File: src/rtl/aux_req_pkg.sv
package aux_req_pkg;
  localparam int ADDR_W = 20;

  localparam logic [3:0] CMD_NAT_WR  = 4'h8;
  localparam logic [3:0] CMD_NAT_RD  = 4'h9;
  localparam logic [3:0] CMD_I2C_WR  = 4'h0;
  localparam logic [3:0] CMD_I2C_RD  = 4'h1;
  localparam logic [3:0] CMD_I2C_WSU = 4'h2;
  localparam logic [3:0] MOT_MASK    = 4'h4;

  typedef enum logic [2:0] {
    AUX_OK      = 3'd0,
    AUX_TIMEOUT = 3'd1,
    AUX_IO      = 3'd2,
    AUX_TOO_BIG = 3'd3,
    AUX_INVALID = 3'd4
  } aux_err_e;

  typedef enum logic [2:0] {
    ST_IDLE, ST_REJECT, ST_HDR, ST_PLD, ST_WAIT, ST_RESP
  } aux_st_e;
endpackage

File: src/rtl/aux_req_check.sv
module aux_req_check
  import aux_req_pkg::*;
#(
  parameter int LEN_W  = 5,
  parameter int MAX_WR = 12,
  parameter int MAX_RD = 16
) (
  input  logic [3:0]       cmd_i,
  input  logic [LEN_W-1:0] len_i,
  output logic             is_write_o,
  output logic             reject_o,
  output aux_err_e         code_o
);
  logic [3:0] base;
  logic       is_read;

  assign base = cmd_i & ~MOT_MASK;

  always_comb begin
    is_write_o = (base == CMD_NAT_WR) || (base == CMD_I2C_WR) || (base == CMD_I2C_WSU);
    is_read    = (base == CMD_NAT_RD) || (base == CMD_I2C_RD);
    if (len_i > LEN_W'(MAX_RD))                    code_o = AUX_TOO_BIG;
    else if (!is_write_o && !is_read)              code_o = AUX_INVALID;
    else if (is_write_o && len_i > LEN_W'(MAX_WR)) code_o = AUX_TOO_BIG;
    else                                           code_o = AUX_OK;
    reject_o = (code_o != AUX_OK);
  end

  always_comb begin
    assert_rej_class_R6: assert (!reject_o || code_o == AUX_TOO_BIG || code_o == AUX_INVALID);
  end
endmodule

File: src/rtl/aux_hdr_pack.sv
module aux_hdr_pack
  import aux_req_pkg::*;
#(
  parameter int LEN_W = 5
) (
  input  logic [3:0]        cmd_i,
  input  logic [ADDR_W-1:0] addr_i,
  input  logic [LEN_W-1:0]  len_i,
  input  logic              is_write_i,
  input  logic [1:0]        idx_i,
  output logic [7:0]        byte_o
);
  localparam int HDR_BYTES = 4;
  localparam logic [3:0] BARE_CNT = 4'd3;

  logic [7:0] hdr [HDR_BYTES];
  logic [3:0] lo_nib, hi_nib;

  // low address bytes
  for (genvar b = 0; b < 2; b++) begin : g_addr
    assign hdr[b] = addr_i[8*b +: 8];
  end

  assign hdr[2] = {cmd_i, addr_i[19:16]};

  always_comb begin
    lo_nib = (len_i == '0) ? 4'd0 : 4'(len_i - 1'b1);
    if (len_i == '0)     hi_nib = BARE_CNT;
    else if (is_write_i) hi_nib = 4'(HDR_BYTES) + 4'(len_i); // wraps at 16
    else                 hi_nib = 4'(HDR_BYTES);
  end

  assign hdr[3] = {hi_nib, lo_nib};
  assign byte_o = hdr[idx_i];
endmodule

File: src/rtl/aux_rsp_decode.sv
module aux_rsp_decode
  import aux_req_pkg::*;
#(
  parameter int LEN_W = 5
) (
  input  logic [7:0]       status_i,
  input  logic [LEN_W-1:0] rcount_i,
  input  logic [LEN_W-1:0] len_i,
  input  logic             is_write_i,
  output aux_err_e         err_o,
  output logic [LEN_W-1:0] count_o,
  output logic [3:0]       reply_o
);
  always_comb begin
    err_o   = AUX_OK;
    count_o = '0;
    reply_o = '0;
    unique case (status_i)
      8'h01:        err_o = AUX_TIMEOUT;
      8'h02, 8'h03: err_o = AUX_IO;
      default: begin
        reply_o = status_i[7:4];
        if (is_write_i)          count_o = len_i;
        else if (rcount_i > len_i) count_o = len_i;
        else                     count_o = rcount_i;
      end
    endcase
  end

  always_comb begin
    assert_err_zero_cnt_R8: assert (err_o == AUX_OK || (count_o == '0 && reply_o == '0));
  end
endmodule

File: src/rtl/aux_req_framer.sv
module aux_req_framer
  import aux_req_pkg::*;
#(
  parameter int LEN_W  = 5,
  parameter int MAX_WR = 12,
  parameter int MAX_RD = 16
) (
  input  logic             clk_i,
  input  logic             rst_ni,
  input  logic             req_valid_i,
  output logic             req_ready_o,
  input  logic [3:0]       req_cmd_i,
  input  logic [19:0]      req_addr_i,
  input  logic [LEN_W-1:0] req_len_i,
  input  logic             pld_valid_i,
  output logic             pld_ready_o,
  input  logic [7:0]       pld_data_i,
  output logic             tx_valid_o,
  input  logic             tx_ready_i,
  output logic [7:0]       tx_data_o,
  output logic             tx_last_o,
  input  logic             rsp_valid_i,
  input  logic [7:0]       rsp_status_i,
  input  logic [LEN_W-1:0] rsp_count_i,
  output logic             done_o,
  output logic [2:0]       err_o,
  output logic [LEN_W-1:0] count_o,
  output logic [3:0]       reply_o
);
  aux_st_e           state_q;
  logic [3:0]        cmd_q;
  logic [ADDR_W-1:0] addr_q;
  logic [LEN_W-1:0]  len_q, left_q, cnt_q;
  logic              wr_q;
  logic [1:0]        idx_q;
  aux_err_e          err_q;
  logic [3:0]        rep_q;

  logic       in_is_wr, in_reject;
  aux_err_e   in_code;
  logic [7:0] hdr_byte;
  aux_err_e   d_err;
  logic [LEN_W-1:0] d_cnt;
  logic [3:0] d_rep;
  logic       has_pld;

  aux_req_check #(.LEN_W(LEN_W), .MAX_WR(MAX_WR), .MAX_RD(MAX_RD)) i_check (
    .cmd_i(req_cmd_i), .len_i(req_len_i),
    .is_write_o(in_is_wr), .reject_o(in_reject), .code_o(in_code)
  );

  aux_hdr_pack #(.LEN_W(LEN_W)) i_pack (
    .cmd_i(cmd_q), .addr_i(addr_q), .len_i(len_q), .is_write_i(wr_q),
    .idx_i(idx_q), .byte_o(hdr_byte)
  );

  aux_rsp_decode #(.LEN_W(LEN_W)) i_dec (
    .status_i(rsp_status_i), .rcount_i(rsp_count_i), .len_i(len_q),
    .is_write_i(wr_q), .err_o(d_err), .count_o(d_cnt), .reply_o(d_rep)
  );

  assign has_pld     = wr_q && (len_q != '0);
  assign req_ready_o = (state_q == ST_IDLE);
  assign tx_valid_o  = (state_q == ST_HDR) || ((state_q == ST_PLD) && pld_valid_i);
  assign tx_data_o   = (state_q == ST_HDR) ? hdr_byte : pld_data_i;
  assign tx_last_o   = ((state_q == ST_HDR) && (idx_q == 2'd3) && !has_pld) ||
                       ((state_q == ST_PLD) && pld_valid_i && (left_q == LEN_W'(1)));
  assign pld_ready_o = (state_q == ST_PLD) && tx_ready_i;
  assign done_o      = (state_q == ST_REJECT) || (state_q == ST_RESP);
  assign err_o       = err_q;
  assign count_o     = cnt_q;
  assign reply_o     = rep_q;

  always_ff @(posedge clk_i or negedge rst_ni) begin
    if (!rst_ni) begin
      state_q <= ST_IDLE;
      cmd_q   <= '0;
      addr_q  <= '0;
      len_q   <= '0;
      left_q  <= '0;
      wr_q    <= 1'b0;
      idx_q   <= '0;
      err_q   <= AUX_OK;
      cnt_q   <= '0;
      rep_q   <= '0;
    end else begin
      unique case (state_q)
        ST_IDLE: if (req_valid_i) begin
          cmd_q   <= req_cmd_i;
          addr_q  <= req_addr_i;
          len_q   <= req_len_i;
          left_q  <= req_len_i;
          wr_q    <= in_is_wr;
          idx_q   <= '0;
          err_q   <= in_code;
          cnt_q   <= '0;
          rep_q   <= '0;
          state_q <= in_reject ? ST_REJECT : ST_HDR;
        end
        ST_REJECT: state_q <= ST_IDLE;
        ST_HDR: if (tx_ready_i) begin
          idx_q <= idx_q + 2'd1;
          if (idx_q == 2'd3) state_q <= has_pld ? ST_PLD : ST_WAIT;
        end
        ST_PLD: if (pld_valid_i && tx_ready_i) begin
          left_q <= left_q - 1'b1;
          if (left_q == LEN_W'(1)) state_q <= ST_WAIT;
        end
        ST_WAIT: if (rsp_valid_i) begin
          err_q   <= d_err;
          cnt_q   <= d_cnt;
          rep_q   <= d_rep;
          state_q <= ST_RESP;
        end
        ST_RESP: state_q <= ST_IDLE;
        default: state_q <= ST_IDLE;
      endcase
    end
  end

  assert_busy_R10: assert property (@(posedge clk_i) disable iff (!rst_ni)
    tx_valid_o |-> !req_ready_o);

  assert_hold_R11: assert property (@(posedge clk_i) disable iff (!rst_ni)
    (tx_valid_o && !tx_ready_i && state_q == ST_HDR) |=> (tx_valid_o && $stable(tx_data_o)));

  assert_rej_quiet_R7: assert property (@(posedge clk_i) disable iff (!rst_ni)
    (done_o && (err_o == AUX_TOO_BIG || err_o == AUX_INVALID)) |->
      ($past(req_valid_i && req_ready_o) && !tx_valid_o));

  assert_timeout_R8: assert property (@(posedge clk_i) disable iff (!rst_ni)
    (done_o && err_o == AUX_TIMEOUT) |-> ($past(rsp_valid_i) && $past(rsp_status_i) == 8'h01));

  assert_cnt_clip_R9: assert property (@(posedge clk_i) disable iff (!rst_ni)
    (done_o && err_o == AUX_OK) |-> (count_o <= len_q));

  assert_last_valid_R3: assert property (@(posedge clk_i) disable iff (!rst_ni)
    tx_last_o |-> tx_valid_o);
endmodule

File: config.mk
export PLATFORM = sky130hd
export DESIGN_NAME = aux_req_framer
export DESIGN_NICKNAME = d
export VERILOG_FILES = /design/src/rtl/aux_req_pkg.sv /design/src/rtl/aux_req_check.sv /design/src/rtl/aux_hdr_pack.sv /design/src/rtl/aux_rsp_decode.sv /design/src/rtl/aux_req_framer.sv
export SDC_FILE = /design/constraint.sdc
export NUM_CORES = 1
export LEC_CHECK = 0
export ABC_AREA = 1
export CAP_MARGIN = 20
export CORE_MARGIN = 5
export CORE_UTILIZATION = 25
export DETAILED_ROUTE_END_ITERATION = 8
export PLACE_DENSITY_LB_ADDON = 0.15
export SYNTH_ARGS = -nofsm -noshare
export SYNTH_HDL_FRONTEND = slang
export SYNTH_HIERARCHICAL = 1
export SYNTH_SLANG_ARGS = --single-unit
File: constraint.sdc
create_clock -name clk_i -period 1.5 [get_ports clk_i]
set_input_delay 0.15 -clock clk_i [delete_from_list [all_inputs] [get_ports clk_i]]
set_output_delay 0.15 -clock clk_i [all_outputs]
set_load 0.005 [all_outputs]
Yosys cells after proc, flatten, opt, wreduce, memory -nomap -nowiden
Index checks and enable logic that the tools add are counted.
{"block": "totals", "ff_bits": 52, "latchBits": 0, "ramBits": 0, "rom_bits": 0, "inputBits": 56, "word_cells": 111, "mem_count": 0}
{"block": "op_classes", "addsub": 4, "n_mul": 0, "div": 0, "n_lt_le_gt_ge": 4, "eq_ne": 20, "n_shift": 0, "mux": 39, "bitwise_logic": 1, "n_reduce_logical": 33}
{"cell": "$mux W5", "count": 7}
{"cell": "$mux W3", "count": 11}
{"cell": "$mux W4", "count": 6}
{"cell": "$mux W8", "count": 3}
{"cell": "$pmux W5 S2", "count": 2}
{"cell": "$bmux W8 S2", "count": 1}
{"cell": "$eq A8 B2 Y1 const B", "count": 2}
{"cell": "$eq A3 B3 Y1 const B", "count": 4}
{"cell": "$pmux W3 S4", "count": 1}
{"cell": "$eq A3 B2 Y1 const B", "count": 3}
{"cell": "$logic_and A1 B1 Y1", "count": 9}
{"cell": "$reduce_and A3 Y1", "count": 3}
{"cell": "$eq A8 B1 Y1 const B", "count": 1}
{"cell": "$mux W2", "count": 4}
{"cell": "$pmux W2 S2", "count": 2}
{"cell": "$pmux W4 S2", "count": 1}
{"cell": "$eq A3 B1 Y1 const B", "count": 2}
{"cell": "$logic_or A1 B1 Y1", "count": 6}
{"cell": "$ne A2 B1 Y1 const B", "count": 3}
{"cell": "$ne A2 B2 Y1 const B", "count": 3}
{"cell": "$pmux W3 S2", "count": 1}
{"cell": "$reduce_and A6 Y1", "count": 1}
{"cell": "$reduce_bool A2 Y1", "count": 3}
{"cell": "$eq A5 B1 Y1 const B", "count": 1}
{"cell": "19 further kinds", "count": 21}

Logic depth before layout (Yosys ltp)
Gate-level depths: netlist (run 1).
{"block": "logic_depth", "word_depth": 11, "depth_mapped": 12, "depth_no_buf": 12}

Modules after synthesis
Netlist (run 1), hierarchy kept.
{"mod": "aux_req_framer", "n_inst": 1, "cells_per_inst": 334, "area_per_inst_um2": 2553.7, "seq_area_each_um2": 1301.2}
{"mod": "aux_hdr_pack", "n_inst": 1, "cells_per_inst": 73, "area_per_inst_um2": 360.3, "seq_area_each_um2": 0.0}
{"mod": "aux_rsp_decode", "n_inst": 1, "cells_per_inst": 65, "area_per_inst_um2": 360.3, "seq_area_each_um2": 0.0}
{"mod": "aux_req_check", "n_inst": 1, "cells_per_inst": 18, "area_per_inst_um2": 81.3, "seq_area_each_um2": 0.0}

Least setup slack after synthesis (run 1)
OpenSTA, ideal clock, no wires.
{"block": "synth_path", "path_type": "register -> register", "from": "reg len_q[2]", "to": "reg cnt_q[2], in the netlist count_o[2]", "setup_time_ns": 0.121, "arrival_ns": 1.444, "t_required_ns": 1.379, "path_slack_ns": -0.065, "stages_incl_launch_ff": 12, "path_buffers": 0, "period_less_slack_ns": 1.565, "cell_sequence": "dfrtp_1 inv_1 ha_1 nand2_1 nor2_4 nand2_2 nand3_2 nand2_4 a21oi_1 nor2_2 nand3_1 nand2_1"}
{"block": "synth_via", "elab_chain_len": 6}
{"element": "start, declared", "line_no": "aux_req_framer.sv:33", "text": "logic [LEN_W-1:0] len_q, left_q, cnt_q;"}
{"element": "start signal, assigned", "line_no": "aux_req_framer.sv:91", "text": "len_q <= req_len_i;"}
{"element": "$gt A5 B5 Y1", "line_no": "aux_rsp_decode.sv:24", "text": "else if (rcount_i > len_i) count_o = len_i;"}
{"element": "$mux W5", "line_no": "aux_rsp_decode.sv:24"}
{"element": "$mux W5 *", "line_no": "aux_rsp_decode.sv:23", "text": "if (is_write_i) count_o = len_i;"}
{"element": "$mux W5 *", "line_no": "aux_rsp_decode.sv:18", "text": "unique case (status_i)"}
{"element": "net d_cnt[2]", "line_no": "aux_req_framer.sv:43", "text": "logic [LEN_W-1:0] d_cnt;"}
{"element": "$mux W5 *", "line_no": "aux_req_framer.sv:109", "text": "ST_WAIT: if (rsp_valid_i) begin"}
{"element": "$pmux W5 S2 *", "line_no": "aux_req_framer.sv:87", "text": "unique case (state_q)"}
{"element": "end signal, assigned", "line_no": "aux_req_framer.sv:111", "text": "cnt_q <= d_cnt;"}
{"element": "end, declared", "line_no": "aux_req_framer.sv:33"}
The timed path passes the listed nets; every way through them passes the cells marked *. The select of a mux whose other input is x is not followed.
A chain may end at the register's enable or synchronous reset.

Worst setup path in the final report (run 1)
{"block": "layout_path", "from": "reg len_q[0]", "to": "out tx_data_o[3]"}
{"block": "layout_via", "elab_chain_len": 6}
{"element": "$sub A4 B1 Y4 or $logic_not A5 Y1 (tied branches)", "line_no": "aux_hdr_pack.sv:27", "text": "lo_nib = (len_i == '0) ? 4'd0 : 4'(len_i - 1'b1);"}
{"element": "$mux W4 *", "line_no": "aux_hdr_pack.sv:27"}
{"element": "$bmux W8 S2 *", "line_no": "aux_hdr_pack.sv:34", "text": "assign byte_o = hdr[idx_i];"}
{"element": "$mux W8 (implied by the code) * (2 in a row)", "line_no": "aux_hdr_pack.sv:34"}
{"element": "net hdr_byte[3]", "line_no": "aux_req_framer.sv:41", "text": "logic [7:0] hdr_byte;"}
{"element": "$mux W8 *", "line_no": "aux_req_framer.sv:65", "text": "assign tx_data_o = (state_q == ST_HDR) ? hdr_byte : pld_data_i;"}
{"element": "end, declared", "line_no": "aux_req_framer.sv:20", "text": "output logic [7:0] tx_data_o,"}
Marked as above.

==> results of run 1 <==
## worst register-to-register path, delay by kind of cell, from the launching register on
kind / cells / cell delay (ns)
DFF: 1 / 0.40
buffers and inverters: 4 / 0.43
adders and majority gates: 1 / 0.20
and+or+nand+nor: 10 / 0.69
## cell usage after synthesis
cell        n  area share (%)
o211ai_1    1            0.22
nand2_4     1            0.34
xor2_1      1            0.26
inv_2       4            0.45
nand2_1   188              21
clkbuf_1    8            0.89
a21oi_4     1            0.48
a22oi_1     4            0.89
inv_1      44             4.9
nor2_4      4             1.3
dfrtp_1    52              39
a21oi_2     1            0.26
o21ai_0    17             2.5
nand3_2     1            0.30
nand2_2     6             1.1
nand4_1     1            0.19
nand3b_1    2            0.45
nor2_1     23             2.6
ha_1       10             3.7
o21ai_1    12             1.8
buf_4      10             2.2
o22ai_1     1            0.19
nor4_1      1            0.19
clkinv_1    2            0.22
nor2_2      5            0.93
conb_1      1            0.11
buf_2       5            0.75
nor3_4      1            0.48
buf_1       1            0.11
nand3_1    60             8.9
a21oi_1    22             3.3
## routing by layer
layer | GRT usage (%) | vias to the layer above
met5 | 0 | -
met4 | 3.659 | 0
met3 | 3.387 | 15
met2 | 27.72 | 83
met1 | 18.85 | 1771
li1 | - | 1908
## state kept, by name, indices dropped and copies added, names as in the netlist
name     cells
addr_q      20
cmd_q        4
count_o      5
err_o        3
idx_q        2
left_q       5
len_q        5
reply_o      4
state_q      3
wr_q         1
## power by group through the flow
stage          combinational [mW]  clock, mW  sequential, mW
2_1_floorplan                2.94          0            2.47
3_3_place_gp                 5.19          0            2.46
3_5_place_dp                 5.23          0            2.47
4_1_cts                      7.86       1.23            2.44
5_1_grt                      9.52       1.30            2.58
6_report                     8.77       1.20            2.50
## through the flow
step                      instance area [um^2]  power [mW]  utilization [%]  setup TNS (ns)
final                                     6133       12.47            46.50          -6.374
after global routing                      6133       13.40            46.50          -10.97
after CTS                                 5674       11.53            43.02          -6.811
after detailed placement                  4791       7.692            36.32          -6.417
after global placement                    4791       7.646            36.32          -6.181
after floorplan                           3388       5.403                -        -0.03568
## repair_timing
item,in CTS,in global routing
hold endpoints to repair,12,0
buffers inserted,31,16
cloned,9,2
pin swaps,70,56
setup endpoints to repair,51,64
resized for setup,146,117
hold buffers,1,0
## layout make-up
cell class / instances / area share, %
multi-input cells: 367 / 38.72
repair buffers: 187 / 30.64
flip-flops and latches: 52 / 21.26
well taps: 176 / 3.590
inverters: 50 / 3.305
clock buffers: 6 / 2.264
clock inverters: 2 / 0.2244
## kinds of logic (layout without fill, tap and decap cells)
group	Yosys count	count (layout)	share of synthesized area, %
buffers and inverters	74	245	9.582
adder cells (fa/ha/maj)	10	10	3.729
other	1	1	0.1117
AND/OR/NAND/NOR	293	296	37.88
XOR/XNOR	1	1	0.2610
AO/OA/AOI/OAI	59	59	9.658
flip-flops	52	52	38.78
## worst max-delay path by stage
stage	to	cells after the start
global placement	tx_data_o[4]	11
detailed placement	tx_data_o[4]	11
floorplan	count_o[0]	11
finish	tx_data_o[3]	13
CTS	tx_data_o[1]	11
global route	tx_data_o[3]	13
==> metrics.md, run 1 <==
| Metric | Value |
|---|---|
| CP endpoint kind | output port |
| Fin nets | 729 |
| Worst path bufs/invs | 3 |
| CP Cell Sequence | inv_2 > ha_4 > nand2_4 > nor2_4 > nor2_4 > buf_6 > nand3_2 > nand2_1 > nand2_1 > nand2_1 > nand2_1 > nand2_1 > buf_2 |
| First-pass GRT wire length | 20.05 mm |
| Dpl ws | -0.5274 ns |
| Commonest non-fill, non-tap cells in the layout | 146 x nand2_1, 66 x clkdlybuf4s50_1, 62 x buf_4 |
| Fmax | 533.4 MHz |
| Synth warn | 6 |
| Via density | 4.496 |
| HP Class | input pin to async pin |
| WL final | 12.29 mm |
| Via count | 3777 |
| Clock skew | 0.005358 ns |
| RR Startpoint | len_q[3] |
| Clock power frac | 9.6% |
| Power density over the cells | 2034 nW/um^2 |
| Pleak | 2.984 nW |
| Switching power | 5.304 mW |
| Clock root cell | clkbuf_16 |
| Commonest non-fill, non-tap cell in the layout | nand2_1 |
| CTS tree | done |
| Gpl congestion | 0.8369 |
| # setup viols final | 49 |
| Starting density of the core | 25.44% |
| Final Non-Filler Cells | 840 |
| Antenna-violating nets left | 0 |
| # diodes | 0 |
| Wirelength per Cell | 14.63 um |
| Syn Area/Cell | 6.848 um^2 |
| Critical Path AT | 1.72 ns |
| Port bufs | 80 |
| Die Y | 125.9 um |
| CP max FO | 4 |
| Cell Area, Synth | 3356 um^2 |
| Die width | 125.9 um |
| Initial antenna violation count | 0 |
| RSZ-0062 raised after global routing | yes |
| CP required | 1.35 ns |
| Fin crit share | 125.0% |
| Metal3 WL | 554 um |
| Sequential-to-total area share from yosys stat | 38.78% |
| Top routing layer used | met4 |
| Sw Share | 42.52% |
| Syn-to-layout area delta | 82.77% |
| # IOs | 81 |
| DR DRC count | 0 |
| CTS max path bufs | 2 |
| HPWL after detailed placement | 8.394 mm |
| Share of layout cells above drive strength 1 | 40.96% |
| Peak supply drop | 0.0007595 V |
| Area of the multi-input gates | 2375 um^2 |
| Initial drt markers | 138 |
| CP max stage cell | dfrtp_1 |
| Clock buffer count from CTS | 5 |
| Synth Register Bits | 52 |
| Core area | 13190 um^2 |
| Syn Inst Count | 490 |
| Die area | 15840 um^2 |
| Internal power | 7.170 mW |
| Latest clock arrival within the worst-skew pair | 0.30 ns |
| Drt pass-1 iters | 4 |
| Syn nets | 556 |
| RR Endpoint | count_o[2] |
| Comb pwr share | 70.3% |
| Max-slew violations | 0 |
| Std-Cell Rows | 42 |
| Worst setup margin | -0.3749 ns |
| CP top delay family | simple AND/OR/NAND/NOR gates |
| CTS sink cnt | 52 |
| Fin. Hold Viols | 0 |
| Wl on met1 | 5.243 mm |
| Netlist cell types | 31 |
| Worst setup path startpoint | len_q[0] |
| Largest net degree at the start of global routing | 28 |
| Status | finished with violations |
| R2R setup slack | -0.35 ns |
| Crit path launch type | flip-flop |
| Vias in the first global route | 4025 |
| Slowest Stage Delay on Critical Path | 0.38 ns |
| H-tree levels | 2 |
| Max Cap Violations | 0 |
| Seq. cell area | 1304 um^2 |
| GRT overflow | 0 |
| R2R depth | 15 |
| Final hold slack | 0.3294 ns |
| Inst Count DP | 788 |
| Clock-pin slew of the registers on the worst-case setup and hold paths | 0.07 ns |
| Total GRT Usage | 15.43% |
| FILL cells | 1311 |
| CP Class | flip-flop to output port |
| Most frequent CP cell | nand2_1 |
| Sequential share of power | 20.1% |
| Failing checks | setup timing |
| Routed wl met2 | 6.258 mm |
| Min cycle time layout | 1.875 ns |
No activity file was read; power rests on OpenSTA's default activity.
==> run 2, diff against run 1 <==
ABC_CLOCK_PERIOD_IN_PS = 1500   (was not set)
==> results of run 2 <==
Same layout as run 1: the final DEF is identical, and so are final timing and power.
==> run 3, diff against run 2 <==
CORE_ASPECT_RATIO = 1.25   (was not set)
==> metrics.md, run 3 (synthesis gave the netlist of run 1 again) <==
| Metric | Value |
|---|---|
| Status | finished with violations |
| Failing checks | setup timing |
| Max-slew violations | 0 (unchanged) |
| # IOs | 81 (unchanged) |
| Internal power | 6.341 mW (-12%) |
| Worst setup path startpoint | len_q[0] |
| Final core occ | 43.40% (-3.1 points) |
| Final Non-Filler Cells | 831 (-1.1%) |
| Antenna-violating nets left | 0 (unchanged) |
| Commonest non-fill, non-tap cell in the layout | nand2_1 |
| Worst setup margin | -0.3604 ns (+0.01456 ns) |
| Critical Path AT | 1.71 ns (about the same) |
| Via count | 3698 (-2.1%) |
| Fin crit share | 124.0% (-0.97 points) |
| CP max FO | 4 (unchanged) |
| Largest register by flop count | addr_q |
| CP required | 1.35 ns (about the same) |
| Clock root cell | clkbuf_16 |
| RR Startpoint | len_q[3] |
| Clock buffer count from CTS | 5 (unchanged) |
| Clock-pin slew of the registers on the worst-case setup and hold paths | 0.07 ns (about the same) |
| Initial drt markers | 107 (-22%) |
| Share of layout cells above drive strength 1 | 33.33% (-7.6 points) |
| Sequential share of power | 22.2% (+2.1 points) |
| Clock skew | 0.004455 ns (-0.0009029 ns) |
| FILL cells | 1349 (+2.9%) |
| Die width | 113.6 um (-9.7%) |
| Via density | 4.450 (-1.0%) |
| Initial antenna violation count | 0 (unchanged) |
| WL final | 11.89 mm (-3.3%) |
| Area of the multi-input gates | 2142 um^2 (-9.8%) |
| Switching power | 4.760 mW (-10%) |
| Seq. cell area | 1304 um^2 (unchanged) |
| # setup viols final | 31 (-37%) |
| RSZ-0062 raised after global routing | yes |
| Comb pwr share | 67.3% (-3.0 points) |
| Max FFs per register | 20 (unchanged) |
| Gpl congestion | 0.8431 (+0.74%) |
| Largest net degree at the start of global routing | 53 (+89%) |
| Fin Setup TNS | -4.572 ns (+1.802 ns) |
| CTS max path bufs | 2 (unchanged) |
| Power density over the cells | 1933 nW/um^2 (-5.0%) |
| Fmax | 537.5 MHz (+0.78%) |
| R2R setup slack | -0.23 ns (+0.12 ns) |
| Port bufs | 80 (unchanged) |
| Pleak | 2.902 nW (-2.7%) |
| Fin nets | 725 (-0.55%) |
| Commonest non-fill, non-tap cells in the layout | 168 x nand2_1, 66 x clkdlybuf4s50_1, 63 x buf_4 |
| CP endpoint kind | output port |
| Crit path launch type | flip-flop |
| Min cycle time layout | 1.860 ns (-0.01455 ns) |
| Drt pass-1 iters | 5 (+1) |
| Starting density of the core | 25.36% (-0.079 points) |
| Setup crit end | tx_data_o[4] |
| CTS tree | done |
| Die area | 15850 um^2 (about the same) |
| Peak supply drop | 0.0007629 V (+0.45%) |
| Vias in the first global route | 3753 (-6.8%) |
| Core area | 13230 um^2 (+0.31%) |
| GRT overflow | 0 (unchanged) |
| # diodes | 0 (unchanged) |
| CTS sink cnt | 52 (unchanged) |
| HP Class | input pin to async pin |
| First-pass GRT wire length | 18.31 mm (-8.7%) |
| RR Endpoint | count_o[4] |
| Max Cap Violations | 0 (unchanged) |
| HPWL after detailed placement | 8.441 mm (+0.57%) |
| Wirelength per Cell | 14.30 um (-2.2%) |
| Inst Count DP | 784 (-0.51%) |
| CP Class | flip-flop to output port |
| H-tree levels | 2 (unchanged) |
| R2R depth | 13 (-2) |
| Die Y | 139.5 um (+11%) |
| Clock power frac | 10.5% (+0.9 points) |
| Syn-to-layout area delta | 71.14% |
| DR DRC count | 0 (unchanged) |
| Total GRT Usage | 14.19% (-1.2 points) |
| Fin. Hold Viols | 0 (unchanged) |
| Sw Share | 42.88% (+0.36 points) |
| Dpl ws | -0.4668 ns (+0.06069 ns) |
| Latest clock arrival within the worst-skew pair | 0.30 ns (about the same) |
| Std-Cell Rows | 47 (+12%) |
[run 3: cell type report]
cell class | count | area share [%]
Inverter | 50 | 3.420
Multi-Input combinational cell | 367 | 37.30
Timing Repair Buffer | 183 | 30.39
Clock buffer | 7 | 2.309
Clock inverter | 1 | 0.1525
Sequential cell | 52 | 22.70
Tap cell | 171 | 3.725
[run 3: power by group through the flow]
stage	clock network (mW)	registers, mW	logic (mW)
finish	1.17	2.46	7.47
CTS	1.21	2.46	5.97
detailed placement	0	2.47	5.25
global placement	0	2.45	5.20
global route	1.26	2.54	8.18
floorplan	0	2.47	2.94
[run 3: through the flow]
stage | hold WS [ns] | total power [mW] | instance area [um^2]
2_1_floorplan | -0.1456 | 5.403 | 3388
3_3_place_gp | 0.1764 | 7.650 | 4792
3_5_place_dp | 0.1753 | 7.719 | 4792
4_1_cts | 0.3965 | 9.637 | 5268
5_1_grt | 0.4160 | 11.98 | 5743
6_report | 0.3664 | 11.10 | 5743
[run 3: layer usage]
layer  track usage, %  wire length (um)  vias to the layer above  share of wire (%)
li1                 -                 -                     1892                  -
met1            16.25              4712                     1701                 40
met4            4.114               250                        0                2.1
met5                0                 0                        -                  0
met3            2.822               530                       20                4.5
met2            26.28              6391                       85                 54
[run 3: worst min path at each step]
stage | end | slack, ns | cells after the start
2_1_floorplan | addr_q[0] | -0.15 | 0
5_1_grt | addr_q[11] | 0.42 | 3
4_1_cts | left_q[1] | 0.40 | 3
3_3_place_gp | left_q[0] | 0.18 | 2
6_report | left_q[2] | 0.37 | 3
3_5_place_dp | left_q[1] | 0.18 | 2
[run 3: worst max-delay path: stages (launching register included)]
cell and delay [ns]:
dfrtp_1 0.39, inv_2 0.08, ha_4 0.15, nand2_4 0.05, nor2_4 0.10, nor2_4 0.06, buf_6 0.12, inv_4 0.05
o21ai_1 0.05, a21oi_1 0.12, nand2_1 0.07, nand2_1 0.05, buf_2 0.10
[run 3: timing repair]
action / CTS / global route
gates cloned: 1 / 6
resized for setup: 122 / 79
endpoints found under the hold margin: 52 / 0
pin swaps: 41 / 55
buffers inserted: 19 / 16
hold buffers: 1 / 0
endpoints found under the setup margin: 54 / 61
